`src/rtl/iso_ts_pkg.sv`:
```
package iso_ts_pkg;
  localparam int unsigned TS_W = 16;  // timestamp / cycle-time width
  localparam int unsigned CF_W = 4;   // cycle field at the top of the word
  localparam int unsigned LO_W = TS_W - CF_W;
  typedef logic [TS_W-1:0] ts_t;
  typedef logic [CF_W-1:0] cyc_t;
endpackage

```
`src/rtl/iso_ts_build.sv`:
```
module iso_ts_build
  import iso_ts_pkg::*;
#(
  parameter int unsigned MODE_OFS = 2
) (
  input  ts_t  cyc_time_i,
  input  cyc_t delay_i,
  input  logic mode_en_i,
  output ts_t  ts_o
);
  cyc_t ofs;
  assign ofs = mode_en_i ? cyc_t'(MODE_OFS) : '0;
  // cycle field wraps mod 2**CF_W, offset field passes through
  assign ts_o = {cyc_time_i[TS_W-1 -: CF_W] + delay_i + ofs, cyc_time_i[LO_W-1:0]};
endmodule

```
`src/rtl/iso_ts_fifo.sv`:
```
module iso_ts_fifo
  import iso_ts_pkg::*;
#(
  parameter int unsigned DEPTH = 4,
  localparam int unsigned PTR_W = $clog2(DEPTH),
  localparam int unsigned CNT_W = $clog2(DEPTH + 1)
) (
  input  logic                   clk_i,
  input  logic                   rst_ni,
  input  logic                   push_i,
  input  ts_t                    push_data_i,
  input  logic [CNT_W-1:0]       pop_n_i,
  output logic [CNT_W-1:0]       count_o,
  output logic [DEPTH-1:0][TS_W-1:0] peek_o,
  output logic [DEPTH-1:0]       valid_o
);
  logic [DEPTH-1:0][TS_W-1:0] mem_q;
  logic [PTR_W-1:0] head_q;
  logic [CNT_W-1:0] count_q;
  logic [PTR_W-1:0] wr_ptr;

  assign wr_ptr  = PTR_W'(head_q + PTR_W'(count_q));
  assign count_o = count_q;

  for (genvar g = 0; g < DEPTH; g++) begin : g_peek
    assign peek_o[g]  = mem_q[PTR_W'(head_q + PTR_W'(g))];
    assign valid_o[g] = (CNT_W'(g) < count_q);
  end

  always_ff @(posedge clk_i or negedge rst_ni) begin
    if (!rst_ni) begin
      mem_q   <= '0;
      head_q  <= '0;
      count_q <= '0;
    end else begin
      if (push_i) mem_q[wr_ptr] <= push_data_i;
      head_q  <= PTR_W'(head_q + PTR_W'(pop_n_i));
      count_q <= count_q - pop_n_i + CNT_W'(push_i);
    end
  end

  assert_count_bound_R4: assert property (@(posedge clk_i) disable iff (!rst_ni)
    count_q <= CNT_W'(DEPTH));
  assert_pop_le_count_R8: assert property (@(posedge clk_i) disable iff (!rst_ni)
    pop_n_i <= count_q);
endmodule

```
`src/rtl/iso_ts_select.sv`:
```
module iso_ts_select
  import iso_ts_pkg::*;
#(
  parameter int unsigned DEPTH = 4,
  localparam int unsigned CNT_W = $clog2(DEPTH + 1)
) (
  input  logic [DEPTH-1:0][TS_W-1:0] peek_i,
  input  logic [DEPTH-1:0]       valid_i,
  input  cyc_t                   cur_cyc_i,
  output logic                   found_o,
  output ts_t                    data_o,
  output logic [CNT_W-1:0]       pop_n_o,
  output logic                   drop_any_o
);
  logic done;
  always_comb begin
    found_o = 1'b0;
    data_o  = '0;
    pop_n_o = '0;
    done    = 1'b0;
    for (int i = 0; i < DEPTH; i++) begin
      if (valid_i[i] && !done) begin
        pop_n_o = CNT_W'(i + 1);
        // distance 0 mod 16 means less than one cycle ahead
        if (peek_i[i][TS_W-1 -: CF_W] != cur_cyc_i) begin
          found_o = 1'b1;
          data_o  = peek_i[i];
          done    = 1'b1;
        end
      end
    end
    drop_any_o = found_o ? (pop_n_o > CNT_W'(1)) : (pop_n_o != '0);
  end
endmodule

```
`src/rtl/iso_ts_queue.sv`:
```
module iso_ts_queue
  import iso_ts_pkg::*;
#(
  parameter int unsigned DEPTH    = 4,
  parameter int unsigned MODE_OFS = 2,
  localparam int unsigned CNT_W   = $clog2(DEPTH + 1)
) (
  input  logic        clk_i,
  input  logic        rst_ni,
  input  logic        mode_en_i,
  input  logic        fsync_i,
  input  logic [15:0] cyc_time_i,
  input  logic [3:0]  delay_i,
  input  logic        send_req_i,
  input  logic        send_nonempty_i,
  output logic [15:0] ts_o,
  output logic        ts_valid_o,
  output logic        discard_o,
  output logic        overflow_o
);
  logic fsync_q, rise, send_fire, push;
  ts_t new_ts, sel_ts;
  logic sel_found, sel_drop;
  logic [CNT_W-1:0] sel_pop, pop_n, count;
  logic [DEPTH-1:0][TS_W-1:0] peek;
  logic [DEPTH-1:0] valid;
  logic [CNT_W:0] after_pop;

  assign rise      = fsync_i && !fsync_q && mode_en_i;
  assign send_fire = send_req_i && send_nonempty_i;
  assign pop_n     = send_fire ? sel_pop : '0;
  assign after_pop = {1'b0, count} - {1'b0, pop_n};
  assign push      = rise && (after_pop < (CNT_W+1)'(DEPTH));

  iso_ts_build #(.MODE_OFS(MODE_OFS)) u_build (
    .cyc_time_i(cyc_time_i), .delay_i(delay_i), .mode_en_i(mode_en_i), .ts_o(new_ts));

  iso_ts_fifo #(.DEPTH(DEPTH)) u_fifo (
    .clk_i(clk_i), .rst_ni(rst_ni), .push_i(push), .push_data_i(new_ts),
    .pop_n_i(pop_n), .count_o(count), .peek_o(peek), .valid_o(valid));

  iso_ts_select #(.DEPTH(DEPTH)) u_sel (
    .peek_i(peek), .valid_i(valid), .cur_cyc_i(cyc_time_i[TS_W-1 -: CF_W]),
    .found_o(sel_found), .data_o(sel_ts), .pop_n_o(sel_pop), .drop_any_o(sel_drop));

  always_ff @(posedge clk_i or negedge rst_ni) begin
    if (!rst_ni) begin
      fsync_q    <= 1'b0;
      ts_o       <= '0;
      ts_valid_o <= 1'b0;
      discard_o  <= 1'b0;
      overflow_o <= 1'b0;
    end else begin
      fsync_q    <= fsync_i;
      ts_valid_o <= send_fire && sel_found;
      discard_o  <= send_fire && sel_drop;
      if (send_fire && sel_found) ts_o <= sel_ts;
      if (rise && !push) overflow_o <= 1'b1;
    end
  end

  assert_valid_needs_payload_R6: assert property (@(posedge clk_i) disable iff (!rst_ni)
    ts_valid_o |-> $past(send_req_i && send_nonempty_i));
  assert_discard_needs_payload_R7: assert property (@(posedge clk_i) disable iff (!rst_ni)
    discard_o |-> $past(send_req_i && send_nonempty_i));
  assert_sent_is_fresh_R7: assert property (@(posedge clk_i) disable iff (!rst_ni)
    ts_valid_o |-> (ts_o[15:12] != $past(cyc_time_i[15:12])));
  assert_overflow_sticky_R5: assert property (@(posedge clk_i) disable iff (!rst_ni)
    $past(overflow_o) |-> overflow_o);
  assert_no_pop_idle_R6: assert property (@(posedge clk_i) disable iff (!rst_ni)
    !(send_req_i && send_nonempty_i) |=> $stable(u_fifo.head_q));
endmodule

```
`config.mk`:
```
export PLATFORM = sky130hd
export DESIGN_NAME = iso_ts_queue
export DESIGN_NICKNAME = d
export VERILOG_FILES = /design/src/rtl/iso_ts_pkg.sv /design/src/rtl/iso_ts_build.sv /design/src/rtl/iso_ts_fifo.sv /design/src/rtl/iso_ts_select.sv /design/src/rtl/iso_ts_queue.sv
export SDC_FILE = /design/constraint.sdc
export NUM_CORES = 1
export LEC_CHECK = 0
export CORE_UTILIZATION = 50
export DETAILED_ROUTE_END_ITERATION = 16
export GPL_ROUTABILITY_DRIVEN = 0
export GPL_TIMING_DRIVEN = 0
export PLACE_DENSITY = 0.7
export SLEW_MARGIN = 20
export SYNTH_ARGS = -nofsm -noshare
export SYNTH_HDL_FRONTEND = slang
export SYNTH_SLANG_ARGS = --single-unit
export TNS_END_PERCENT = 20
```
`constraint.sdc`:
```
create_clock -name clk_i -period 6.8 [get_ports clk_i]
set_input_delay 1.36 -clock clk_i [delete_from_list [all_inputs] [get_ports clk_i]]
set_output_delay 1.36 -clock clk_i [all_outputs]
set_load 0.01 [all_outputs]
```
Word-level counts from Yosys, hierarchy flattened
Index checks and enable logic that the tools add are counted.
- mux-type cells: 34
- add/subtract/negate cells: 10
- magnitude comparators: 12
- equality and inequality tests: 4
- reductions and logical operators: 17
- operators with widths (cell ; count):
    $mux 16 ; 13
    $bmux 16 s2 ; 4
    $bwmux 64 ; 1
    $demux 16 s2 ; 1
    $ne 4x4->1 ; 4
    $lt 2x3->1 const B ; 5
    $logic_and 1x1->1 ; 11
    $mux 1 ; 10
    $add 4x4->4 ; 2
    $lt 1x3->1 const A ; 2
    $lt 2x3->1 const A ; 2
    $mux 2 ; 3
    $mux 3 ; 2
    $logic_not 1->1 ; 5
    $add 2x2->2 ; 2
    $add 2x2->2 const B ; 2
    $lt 4x3->1 const B ; 1
    $sub 3x3->4 ; 1
    $add 3x1->3 ; 1
    $gt 3x1->1 const B ; 1
    $reduce_bool 3->1 ; 1
    $sub 3x3->3 ; 1
    $add 2x1->2 const B ; 1
    $ge 2x1->1 const B ; 1
- input bits: 26
- flip-flop bits (word level): 89
- output and inout port bits: 19
- word-level logic and storage cells: 88

Longest topological paths before layout
- depth after elaboration: 20
- gate-level depth with buffers: 22
- mapped depth without buffers: 18

By module
Synthesis repeated with hierarchy kept, for this count alone.
- cells, all modules: 451
- area, all modules: 6251.0 um2
- by module, submodules not included (module ; cells each ; area an instance (um2) ; seq. area each (um2) ; times used):
    iso_ts_fifo ; 241 ; 4232.8 ; 1726.7 ; 1
    iso_ts_select ; 128 ; 940.9 ; 0.0 ; 1
    iso_ts_queue ; 57 ; 864.6 ; 500.5 ; 1
    iso_ts_build ; 25 ; 212.7 ; 0.0 ; 1

Worst setup path after synthesis
OpenSTA, ideal clock, no wires.
- path kind: input port to flip-flop
- start point: input port cyc_time_i[12]
- end point: register u_fifo.mem_q[0] (netlist bit)
- path slack: 1.422 ns
- stages on the path: 19
- setup time: 0.125 ns
- path buffers: 4
- data required time: 6.675 ns
- arrival: 5.253 ns
- cell sequence: clkbuf_1 -> xnor2_1 -> nor3_1 -> o211a_1 -> buf_6 -> buf_2 -> or3_1 -> a21oi_1 -> ha_1 -> inv_1 -> fa_1 -> nor2_1 -> nand2_1 -> o21ai_0 -> nor3b_1 -> nand2_1 -> nor2_1 -> clkbuf_1 -> mux2_2
- longest elaborated chain between the ends: 16
- elaborated cells between the ends (all ways): 22
- classes of those cells: add/sub (1); order compare (1); eq/ne (3); mux (10); reduce/logical (7)
- RTL lines (element ; line ; source):
    start: declaration ; iso_ts_queue.sv:12 ; input logic [15:0] cyc_time_i,
    $ne 4x4->1 ; iso_ts_select.sv:25 ; if (peek_i[i][TS_W-1 -: CF_W] != cur_cyc_i) begin
    $mux 1 ; iso_ts_select.sv:25 ;
    $mux 1 ; iso_ts_select.sv:22 ; if (valid_i[i] && !done) begin
    $logic_not 1->1 ; iso_ts_select.sv:22 ;
    $logic_and 1x1->1 ; iso_ts_select.sv:22 ;
    $mux 1 ; iso_ts_select.sv:22 ;
    $logic_not 1->1 ; iso_ts_select.sv:22 ;
    $logic_and 1x1->1 ; iso_ts_select.sv:22 ;
    $mux 1 ; iso_ts_select.sv:22 ;
    $logic_not 1->1 ; iso_ts_select.sv:22 ;
    $logic_and 1x1->1 ; iso_ts_select.sv:22 ;
    $mux 3 (*) ; iso_ts_select.sv:22 ;
    $mux 3 (*) ; iso_ts_queue.sv:31 ; assign pop_n = send_fire ? sel_pop : '0;
    $sub 3x3->4 (*) ; iso_ts_queue.sv:32 ; assign after_pop = {1'b0, count} - {1'b0, pop_n};
    $lt 4x3->1 (*) ; iso_ts_queue.sv:33 ; assign push = rise && (after_pop < (CNT_W+1)'(DEPTH));
    $logic_and 1x1->1 (*) ; iso_ts_queue.sv:33 ;
    end signal: indexed assignment ; iso_ts_fifo.sv:36 ; if (push_i) mem_q[wr_ptr] <= push_data_i;
    end: declaration ; iso_ts_fifo.sv:17 ; logic [DEPTH-1:0][TS_W-1:0] mem_q;
Every way passes the cells marked *; elsewhere a longest branch is shown, timed or not.
A chain may end at the register's enable or synchronous reset.

Worst setup path in the final report
- start point: input port cyc_time_i[12]
- end point: register u_fifo.mem_q[44] (netlist bit)
- longest elaborated chain between the ends: 16
- elaborated cells between the ends (all ways): 25
- classes of those cells: add/sub (3); order compare (1); eq/ne (3); mux (11); reduce/logical (7)
- RTL lines (element ; line):
    $ne 4x4->1 ; iso_ts_select.sv:25
    $mux 1 ; iso_ts_select.sv:25
    $mux 1 ; iso_ts_select.sv:22
    $logic_not 1->1 ; iso_ts_select.sv:22
    $logic_and 1x1->1 ; iso_ts_select.sv:22
    $mux 1 ; iso_ts_select.sv:22
    $logic_not 1->1 ; iso_ts_select.sv:22
    $logic_and 1x1->1 ; iso_ts_select.sv:22
    $mux 1 ; iso_ts_select.sv:22
    $logic_not 1->1 ; iso_ts_select.sv:22
    $logic_and 1x1->1 ; iso_ts_select.sv:22
    $mux 3 ; iso_ts_select.sv:22
    $mux 3 ; iso_ts_queue.sv:31
    $sub 3x3->4 ; iso_ts_queue.sv:32
    $lt 4x3->1 ; iso_ts_queue.sv:33
    $logic_and 1x1->1 ; iso_ts_queue.sv:33
Several ways; a longest one is shown, not always the timed one.

==> reports/results.ini <==
[synth]
synth-edff-count=0
synth_top_family_by_area=multiplexers
synthSimpleGateAreaFrac_pct=12.16
synthesis.nets=590
synthAdderAreaFrac_pct=3.621
netlist_top_cells_count=89 x dfrtp_1, 85 x mux2_2, 38 x mux2i_1, 38 x nand2_1, 31 x nor2_1
synthArstFlopShare_pct=100.0
ys_top_cells_by_area=dfrtp_1 38%, mux2_2 16%, mux2i_1 6.5%
synth_compound_area_share_pct=11.40
synthMuxAreaShare_pct=27.03
yosysTopAreaCell=dfrtp_1
yosysSeqAreaShare_pct=37.91
synth.cell_area_sq_um=5874
yosysMostFrequentCell=dfrtp_1
synth_cell_types=46
yosysWarnings=0
synth-main-ff-cell=dfrtp_1
synth_xor_area_share_pct=3.876
postSynthAreaPerCell_sq_um=10.68
synth-seq-cells=89
synth_top_area_share_pct=37.91
syn_inst=550

[timing]
worst_slew_pin_slew_ns=0.9490
fin_ws_ns=0.4879
fin_crit_ns=6.312
hold_viol=0
timing.setup.tns_ns=0
finalMaxSlewViolations=0
relSlewSlack_pct=36.24
rsz0062_at_grt=false
finalSetupViolCount=0
fin_crit_sh_pct=92.83
worst_hold_slack_ns=0.4718
max_freq_mhz=158.4
finalClockSkew_ns=0.008569

[floorplan]
ioPinCount=45
die_y_um=110.4
rows=39
core_area_sq_um=11420
die_area_sq_um=12190
die_w_um=110.4
start_util_pct=51.45

[critical_path]
crit_start=cyc_time_i[12]
slowest_delay_ns=0.67
crit_cells=19
critPathKind=input pin to flip-flop
crit_fanout=10
r2r-start=u_fifo.head_q[1]
cp.arrival_ns=6.55
crit_buf_inv=5
critPathCaptureType=flip-flop
start_kind=input pin
required_ns=7.04
reg2reg_to=u_fifo.mem_q[44]
crit_chain=clkdlybuf4s50_1 -> clkbuf_1 -> xnor2_1 -> nor3_1 -> o21ai_0 -> a211oi_1 -> or3_1 -> a21oi_1 -> ha_1 -> inv_1 -> fa_1 -> nand2_1 -> o21ai_0 -> nor3b_1 -> nor2b_1 -> nand2b_1 -> clkbuf_1 -> buf_1 -> mux2_2
crit_slowest_cell=buf_1
r2r_slack_ns=1.03
worstRegToRegCells=20
cp-endpoint=u_fifo.mem_q[44]
cp_top_family=buffers and inverters

[routing]
drt_first_pass_iters=8
initialDrtViolationCount=463
wirelength_um=15780
drt-wirelength-per-cell_um=20.95
vias_per_cell=6.386
antenna_left=0
vias=4809
drc=0

[clocking]
cts_sinks=89
htree_levels=3
cts_tree=done
insertion_delay_ns=0.36
cts_root_buf=clkbuf_16
cts_setup_buffers=0
clk_pin_slew_ns=0.06
cts_buffers=9
clockBufferDepth=2

[global_route]
grt_max_degree=57
grt_first_pass_wirelength_um=24750
antenna_found_initial=0
grt_pass1_vias=4718
grt_use_total_pct=27.74
globalRouteOverflowTotal=0

[final_layout]
fin_area_sq_um=6815
syn2layout_area_growth_pct=16.02
final_cells=753
diodes=0
layout-drive-gt1-share_pct=23.93
nNetsFinal=645
utilization_pct=59.69

[placed_design]
dp_hpwl_um=10800
post_dp_cell_area_sq_um=6509
portBuffers=43
place_ws_ns=-0.4482
placed_cells=737

[outcome]
status=completed

[power]
pwr_density_cell_nw_per_um2=514.9
cellLeakagePower_nw=2.885
total_power_mw=3.509
vdd_ir_drop_max_uv=204.6

[min_path]
hp-class=flip-flop to flip-flop
hold_depth=1

[run]
cap_viol_max_count=0

[routing by layer]
metal | GRT usage, % | vias to the layer above | wire [um]
li1 | - | 2157 | -
met1 | 37.93 | 2374 | 6934
met2 | 42.10 | 234 | 7247
met3 | 5.173 | 44 | 1131
met4 | 14.00 | 0 | 465
met5 | 0 | - | 0
[registers in the layout, summed over array words and instances, names as in the netlist]
signal          flops
overflow_o          1
ts_valid_o          1
u_fifo.head_q       2
discard_o           1
u_fifo.count_o      3
ts_o               16
fsync_q             1
u_fifo.mem_q       64
[report_power, final]
| group | switching (mW) | leakage, nW | internal [mW] |
|---|---|---|---|
| Combinational | 1.06 | 1.63 | 0.956 |
| Sequential | 0.214 | 1.12 | 0.768 |
| Clock | 0.221 | 0.143 | 0.286 |
| Total | 1.50 | 2.88 | 2.01 |
[timing repair]
| action | in CTS | in global routing |
|---|---|---|
| resized for setup | 1 | 3 |
| endpoints found under the setup margin | 8 | 9 |
| hold buffers | 0 | 0 |
[kinds of logic after synthesis]
kind of cell,Yosys count
buffers and inverters,51
AO/OA/AOI/OAI,93
multiplexers,134
AND/OR/NAND/NOR,143
flip-flops,89
XOR/XNOR,26
adder cells (fa/ha/maj),14
[layout by cell type (no fill, tap or decap), types with 3 or more instances in the layout]
cell type,instances
buf_4,3
and3_1,3
mux4_1,3
buf_1,4
dfrtp_1,89
mux2i_1,38
nand4_1,14
mux2_2,85
a32oi_1,12
xor2_1,4
a31oi_1,16
o211ai_1,26
or2_2,13
clkbuf_1,19
or3_1,14
o21ai_0,5
clkdlybuf4s50_1,42
buf_2,11
inv_1,12
buf_6,3
o32ai_1,4
clkinv_4,3
clkbuf_16,9
xnor2_1,22
nand3b_1,3
mux4_2,7
nand2_1,38
fa_1,5
ha_1,9
nor2_1,30
nand3_1,13
nor3_1,7
a21oi_1,18
[worst reg2reg max path: cells and delay by family, from the launching register on]
family / cells / cell delay (ns)
buffers and inverters: 6 / 1.77
xor gates and xnor gates: 1 / 0.22
DFF: 1 / 0.49
muxes: 2 / 0.96
adders and majority gates: 2 / 0.62
and+or+nand+nor: 5 / 0.95
AOI/OAI and AO/OA: 4 / 0.63
[final cells by class]
| type | instances | area (sq um) |
|---|---|---|
| Sequential cell | 89 | 2227 |
| Fill cell | 965 | 4603 |
| Clock inverter | 6 | 68.82 |
| Buffer | 39 | 191.4 |
| Inverter | 12 | 45.04 |
| Multi-Input combinational cell | 410 | 3420 |
| Tap cell | 143 | 178.9 |
| Clock buffer | 10 | 229.0 |
| Timing Repair Buffer | 44 | 455.4 |
[worst min-delay path by stage]
| stage | from | end | slack, ns |
|---|---|---|---|
| final | fsync_q | overflow_o | 0.47 |
| after CTS | fsync_q | overflow_o | 0.47 |
| after global placement | fsync_q | overflow_o | 0.44 |
| after floorplan | fsync_q | overflow_o | 0.43 |
| after detailed placement | fsync_q | overflow_o | 0.47 |
| after global routing | fsync_q | overflow_o | 0.51 |
(Power assumes the default switching activity.)
